## config.mk

```make
export PLATFORM = sky130hd
export DESIGN_NAME = frame_ratio_detect
export DESIGN_NICKNAME = d
export VERILOG_FILES = /design/src/rtl/frd_pkg.sv /design/src/rtl/frd_period_counter.sv /design/src/rtl/frd_rate_classifier.sv /design/src/rtl/frd_settle_timer.sv /design/src/rtl/frame_ratio_detect.sv
export SDC_FILE = /design/constraint.sdc
export NUM_CORES = 1
export LEC_CHECK = 0
export BUFFER_PORTS_ARGS = -buffer_cell sky130_fd_sc_hd__buf_2
export CAP_MARGIN = 20
export CORE_ASPECT_RATIO = 0.8
export CORE_MARGIN = 5
export CORE_UTILIZATION = 40
export CTS_CLUSTER_DIAMETER = 50
export DETAILED_ROUTE_END_ITERATION = 8
export GPL_TIMING_DRIVEN = 0
export HOLD_SLACK_MARGIN = 0.15
export PLACE_DENSITY = 0.67
export SLEW_MARGIN = 25
export SYNTH_ARGS = -nofsm -noshare
export SYNTH_HDL_FRONTEND = slang
export SYNTH_SLANG_ARGS = --single-unit
```

## constraint.sdc

```tcl
create_clock -name clk -period 2.4 [get_ports clk]
set_clock_uncertainty 0.2 [all_clocks]
set_input_delay 0.48 -clock clk [delete_from_list [all_inputs] [get_ports clk]]
set_output_delay 0.48 -clock clk [all_outputs]
set_load 0.03 [all_outputs]
```

## src/rtl/frd_pkg.sv

```systemverilog
package frd_pkg;
  localparam int NUM_RATES = 8;
  localparam int CODE_W    = 3;

  // Multiple of the slowest legal count for each rate code, ascending.
  function automatic int rate_step(input int idx);
    case (idx)
      0:       return 1;
      1:       return 2;
      2:       return 3;
      3:       return 4;
      4:       return 6;
      5:       return 8;
      6:       return 16;
      default: return 32;
    endcase
  endfunction
endpackage

```

## src/rtl/frd_period_counter.sv

```systemverilog
module frd_period_counter #(
  parameter int CNT_W = 11
) (
  input  logic             clk,
  input  logic             rst,
  input  logic             fsync_in,
  output logic             frame_done,
  output logic [CNT_W-1:0] period
);
  localparam logic [CNT_W-1:0] CNT_MAX = '1;

  logic             fs_q, fs_prev, armed, rise;
  logic [CNT_W-1:0] cnt;

  assign rise = fs_q & ~fs_prev;

  always_ff @(posedge clk) begin
    if (rst) begin
      fs_q       <= 1'b0;
      fs_prev    <= 1'b0;
      cnt        <= '0;
      armed      <= 1'b0;
      frame_done <= 1'b0;
      period     <= '0;
    end else begin
      fs_q       <= fsync_in;
      fs_prev    <= fs_q;
      frame_done <= rise & armed;
      if (rise) begin
        cnt    <= CNT_W'(1);
        armed  <= 1'b1;
        period <= cnt;
      end else if (cnt != CNT_MAX) begin
        cnt <= cnt + 1'b1;
      end
    end
  end


  restart_chk: assert property (@(posedge clk) disable iff (rst)
    rise |=> (cnt == CNT_W'(1)));

  first_edge_chk: assert property (@(posedge clk) disable iff (rst)
    (rise && !armed) |=> !frame_done);

  no_wrap_chk: assert property (@(posedge clk) disable iff (rst)
    (!rise && cnt == CNT_MAX) |=> (cnt == CNT_MAX));
endmodule

```

## src/rtl/frd_rate_classifier.sv

```systemverilog
module frd_rate_classifier
  import frd_pkg::*;
#(
  parameter int          CNT_W       = 11,
  parameter int          BASE_RATIO  = 32,
  parameter int          SYNTH_RATIO = 2048,
  parameter int          MULT_W      = 7,
  parameter logic [7:0]  GCI_EXCL    = 8'b0001_0100
) (
  input  logic [CNT_W-1:0]  period,
  input  logic              gci_mode,
  output logic [CODE_W-1:0] code,
  output logic [MULT_W-1:0] mult,
  output logic              bad
);
  logic [NUM_RATES-1:0] match;
  logic                 found;

  for (genvar g = 0; g < NUM_RATES; g++) begin : g_cmp
    assign match[g] = (period == CNT_W'(BASE_RATIO * rate_step(g)));
  end

  always_comb begin
    code  = '0;
    mult  = '0;
    found = 1'b0;
    for (int i = 0; i < NUM_RATES; i++) begin
      if (match[i]) begin
        code  = CODE_W'(i);
        mult  = MULT_W'(SYNTH_RATIO / (BASE_RATIO * rate_step(i)));
        found = 1'b1;
      end
    end
    bad = !found || (gci_mode && GCI_EXCL[code]);
  end


  single_hit_chk: assert final ($onehot0(match));
endmodule

```

## src/rtl/frd_settle_timer.sv

```systemverilog
module frd_settle_timer #(
  parameter int SETTLE = 64
) (
  input  logic clk,
  input  logic rst,
  input  logic start,
  output logic ready
);
  localparam int SC_W = $clog2(SETTLE + 1);

  logic [SC_W-1:0] sc;

  always_ff @(posedge clk) begin
    if (rst) begin
      sc    <= '0;
      ready <= 1'b0;
    end else if (start && !ready) begin
      sc <= sc + 1'b1;
      if (sc == SC_W'(SETTLE - 1)) ready <= 1'b1;
    end
  end


  ready_hold_chk: assert property (@(posedge clk) disable iff (rst)
    ready |=> ready);

  ready_needs_start_chk: assert property (@(posedge clk) disable iff (rst)
    !start |-> !ready);
endmodule

```

## src/rtl/frame_ratio_detect.sv

```systemverilog
module frame_ratio_detect
  import frd_pkg::*;
#(
  parameter int  BASE_RATIO  = 32,
  parameter int  SYNTH_RATIO = 2048,
  parameter int  CNT_W       = 11,
  parameter int  SETTLE      = 64,
  localparam int MULT_W      = $clog2(SYNTH_RATIO / BASE_RATIO + 1)
) (
  input  logic              clk,
  input  logic              rst,
  input  logic              fsync_in,
  input  logic              gci_mode,
  output logic [2:0]        rate_code,
  output logic [MULT_W-1:0] pll_mult,
  output logic              rate_err,
  output logic              code_valid,
  output logic              ready
);
  logic             frame_done, cls_bad;
  logic [CNT_W-1:0] period;
  logic [2:0]       cls_code;
  logic [MULT_W-1:0] cls_mult;

  frd_period_counter #(.CNT_W(CNT_W)) u_cnt (
    .clk(clk), .rst(rst), .fsync_in(fsync_in),
    .frame_done(frame_done), .period(period)
  );

  frd_rate_classifier #(
    .CNT_W(CNT_W), .BASE_RATIO(BASE_RATIO),
    .SYNTH_RATIO(SYNTH_RATIO), .MULT_W(MULT_W)
  ) u_cls (
    .period(period), .gci_mode(gci_mode),
    .code(cls_code), .mult(cls_mult), .bad(cls_bad)
  );

  always_ff @(posedge clk) begin
    if (rst) begin
      rate_code  <= '0;
      pll_mult   <= '0;
      rate_err   <= 1'b0;
      code_valid <= 1'b0;
    end else if (frame_done && !code_valid) begin
      code_valid <= 1'b1;
      if (cls_bad) begin
        rate_err <= 1'b1;
      end else begin
        rate_code <= cls_code;
        pll_mult  <= cls_mult;
      end
    end
  end

  frd_settle_timer #(.SETTLE(SETTLE)) u_settle (
    .clk(clk), .rst(rst), .start(code_valid), .ready(ready)
  );


  latch_hold_chk: assert property (@(posedge clk) disable iff (rst)
    code_valid |=> ($stable(rate_code) && $stable(pll_mult) && $stable(rate_err) && code_valid));

  err_clears_code_chk: assert property (@(posedge clk) disable iff (rst)
    rate_err |-> (rate_code == '0 && pll_mult == '0 && code_valid));

  mult_nonzero_chk: assert property (@(posedge clk) disable iff (rst)
    (code_valid && !rate_err) |-> (pll_mult != '0));

  ready_after_valid_chk: assert property (@(posedge clk) disable iff (rst)
    ready |-> code_valid);

  idle_chk: assert property (@(posedge clk) disable iff (rst)
    !code_valid |-> (rate_code == '0 && pll_mult == '0 && !rate_err));
endmodule

```

==> results.md <==
* Final hold vios at 0
* Diodes inserted at 0
* # nets final at 284
* FILL cells at 500
* Drt initial violations at 74
* Global Route Usage Sum at 13.70%
* Layout cells sized above 1 at 20.07%
* Worst Setup Start Kind: register
* Clock sink count at 46
* Ys flop type: dfxtp_1
* Worst-margin pin slew at 546.8 ps
* Unrepaired setup endpoints after global routing: no
* Max-cap violation count at 0
* Worst Hold Class: primary input to register
* Final setup fails at 0
* Clock transition at path regs at 90 ps
* Critical Path Max Stage Delay at 380 ps
* Worst endpoint data arrival time at 2280 ps
* Pwr dens at 534.0 nW/um2
* Footprint of the multi-input gates at 1199 um2
* First-pass GRT wire length at 7.659 mm
* Final min period at 2271 ps
* Vias in the first global route at 1661
* Post-Place Cells at 328
* Synth top area cells: dfxtp_1, nand2_1, nor2_1, a21oi_1, xor2_1
* Largest net degree at the start of global routing at 17
* Top cells by count, synth: dfxtp_1, nand2_1, nor2_1
* Die Ht at 75.68 um
* Post-route setup slack at 128.6 ps
* Post-layout util at 49.32%
* Seq cells post-synth at 46
* Worst-case clock buffer depth at 2
* Routed wire length per instance at 13.08 um
* Residual DRC count at 0
* Top-count cell post-synth: dfxtp_1
* Initial Utilization at 42.11%
* Num rows at 23
* Cell variety after synth at 42
* Status: completed
* Slowest cell on the critical path: a211o_2
* Final ANT Viol Nets at 0
* CTS Buf Count at 5
* Routability cong. at 0.8619
* PortBufs at 16
* Crit share post-route at 94.64%
* Initial antenna violation count at 0
* Place WS at -426.2 ps
* Initial DRT Pass Iterations at 4
* Seq. cell area at 935.9 um2
* Layout area overhead at 17.11%
* Count of non-filler cells in the finished layout at 341
* Final wirelength at 4.459 mm
* Crit path cell chain: buf_6, nor2_1, o211ai_1, a211o_2, a2111oi_4, buf_4, mux2_2
* Number of H-tree levels at 2
* Vias at 1778
* Setup TNS at 0 ps
* Fraction of registers with async set or reset after synthesis at 0%
* Syn Nets at 256
* Syn Inst Count at 250
* Post-synth EDFFs at 0
* Total congestion overflow at 0
* Area leader, netlist: dfxtp_1
* Nature of the critical path endpoint: register
* I/O pin total at 17
* Syn Area/Cell at 8.628 um2
* Worst path buffer plus inverter count at 2
* Die area at 6970 um2
* Synthesized area at 2157 um2
* CTS hold repair buffers at 0
* Via density at 5.214
* Clock latency on the worst-skew pair at 310 ps
* Crit-path max FO at 10
* VDD IR max at 0.3369 mV
* Seq/Total Area, Yosys at 42.69%
* DIE WIDTH at 92.10 um
* Max-Slew Margin vs Limit at 63.55%
* Critical path class: register to register
* CP required at 2410 ps
* CTS Root Cell: clkbuf_8
* Slew Limit Fails at 0
* Post-synth top area share at 42.69%
* CORE AREA at 5122 um2
* Post-DP HPWL at 3.167 mm
* CTS tree: yes
* Leak at 0.9462 nW
* Yosys Warn Count at 0
* Largest delay share family, worst path: compound AO/OA/AOI/OAI gates
* Fmax at 0.4403 GHz
## registers in the layout, indices dropped and copies added (netlist names), 3 cells and up
register	cells
u_cnt.cnt	11
rate_code	3
u_cnt.period	11
u_settle.sc	7
pll_mult	7
## power breakdown
part,internal [mW],total (mW),switching (mW),leakage (nW)
registers,0.769,0.779,0.0103,0.375
logic,0.0231,0.0625,0.0394,0.526
clock network,0.211,0.508,0.297,0.0447
total,1.00,1.35,0.347,0.946
## layer usage
metal	routed length (um)	GRT usage (%)	share of wire (%)
met3	198	4.245	4.4
met2	1880	21.04	42
met5	0	0	0
met1	2334	18.85	52
met4	46	3.789	1.0
## path summary, 6_finish.rpt
path | start | end | slack, ps | depth (start not counted)
worst max-delay path | u_cnt.period[8] | pll_mult[4] | 130 | 7
worst min register to register | rate_err | rate_err | 260 | 2
worst min-delay path | fsync_in | u_cnt.fs_q | 170 | 2
worst max register to register | u_cnt.period[8] | pll_mult[4] | 130 | 7
## timing repair
action,4_1_cts,5_1_grt
buffers inserted,3,2
pin swaps,2,5
gates resized for setup,8,16
endpoints found under the setup margin,10,11
## through the flow
stage / total power, mW / hold slack [ps] / cell area [um2]
6_report: 1.349 / 173.7 / 2526
5_1_grt: 1.400 / 203.6 / 2526
4_1_cts: 1.361 / 168.2 / 2465
3_5_place_dp: 0.8592 / 245.2 / 2315
3_3_place_gp: 0.8583 / 246.0 / 2315
2_1_floorplan: 0.8412 / 233.0 / 2157
## worst reg2reg max path, stage by stage (launching register included)
cell       delay (ps)
dfxtp_4           370
buf_6             150
nor2_1            140
o211ai_1          100
a211o_2           380
a2111oi_4         280
buf_4             200
mux2_2            340
## cells in the final DEF, fill, tap and decap left out, types with 2 or more instances in the layout
master and n:
dfxtp_1 40, clkbuf_1 9, mux2i_1 7, nand2b_1 8, dfxtp_2 3, nor2_1 27, xor2_1 8, nor2b_1 9
nor4_4 3, buf_4 5, o21ai_0 6, nor3_1 7, o21bai_1 2, xnor2_1 6, clkbuf_8 5, ha_1 2
dfxtp_4 3, a31oi_1 2, nand2_1 33, nand3_1 7, and3b_1 3, mux2_2 5, o211ai_1 4, inv_1 5
nor4b_2 2, nand4_1 4, buf_6 4, or4_1 2, a211oi_1 2, a21oi_1 20, buf_2 16, nor3b_1 3
## cell families after synthesis
kind of cell    Yosys count  synth area share (%)
compound gates           43                 13.17
xor+xnor                 15                 6.091
fa+ha+maj                 2                 1.160
buf+inv                  19                 3.945
flops                    46                 42.69
mux                      12                 5.858
simple gates            113                 27.09
## final cells by class
| type | count | area share, % |
|---|---|---|
| well taps | 62 | 3.071 |
| inverters | 5 | 0.7429 |
| flip-flops and latches | 46 | 37.05 |
| multi-input cells | 185 | 47.45 |
| clock inverters | 3 | 0.9906 |
| repair buffers | 21 | 4.656 |
| plain buffers | 14 | 3.318 |
| clock buffers | 5 | 2.724 |
No activity file was read; power rests on OpenSTA's default activity.
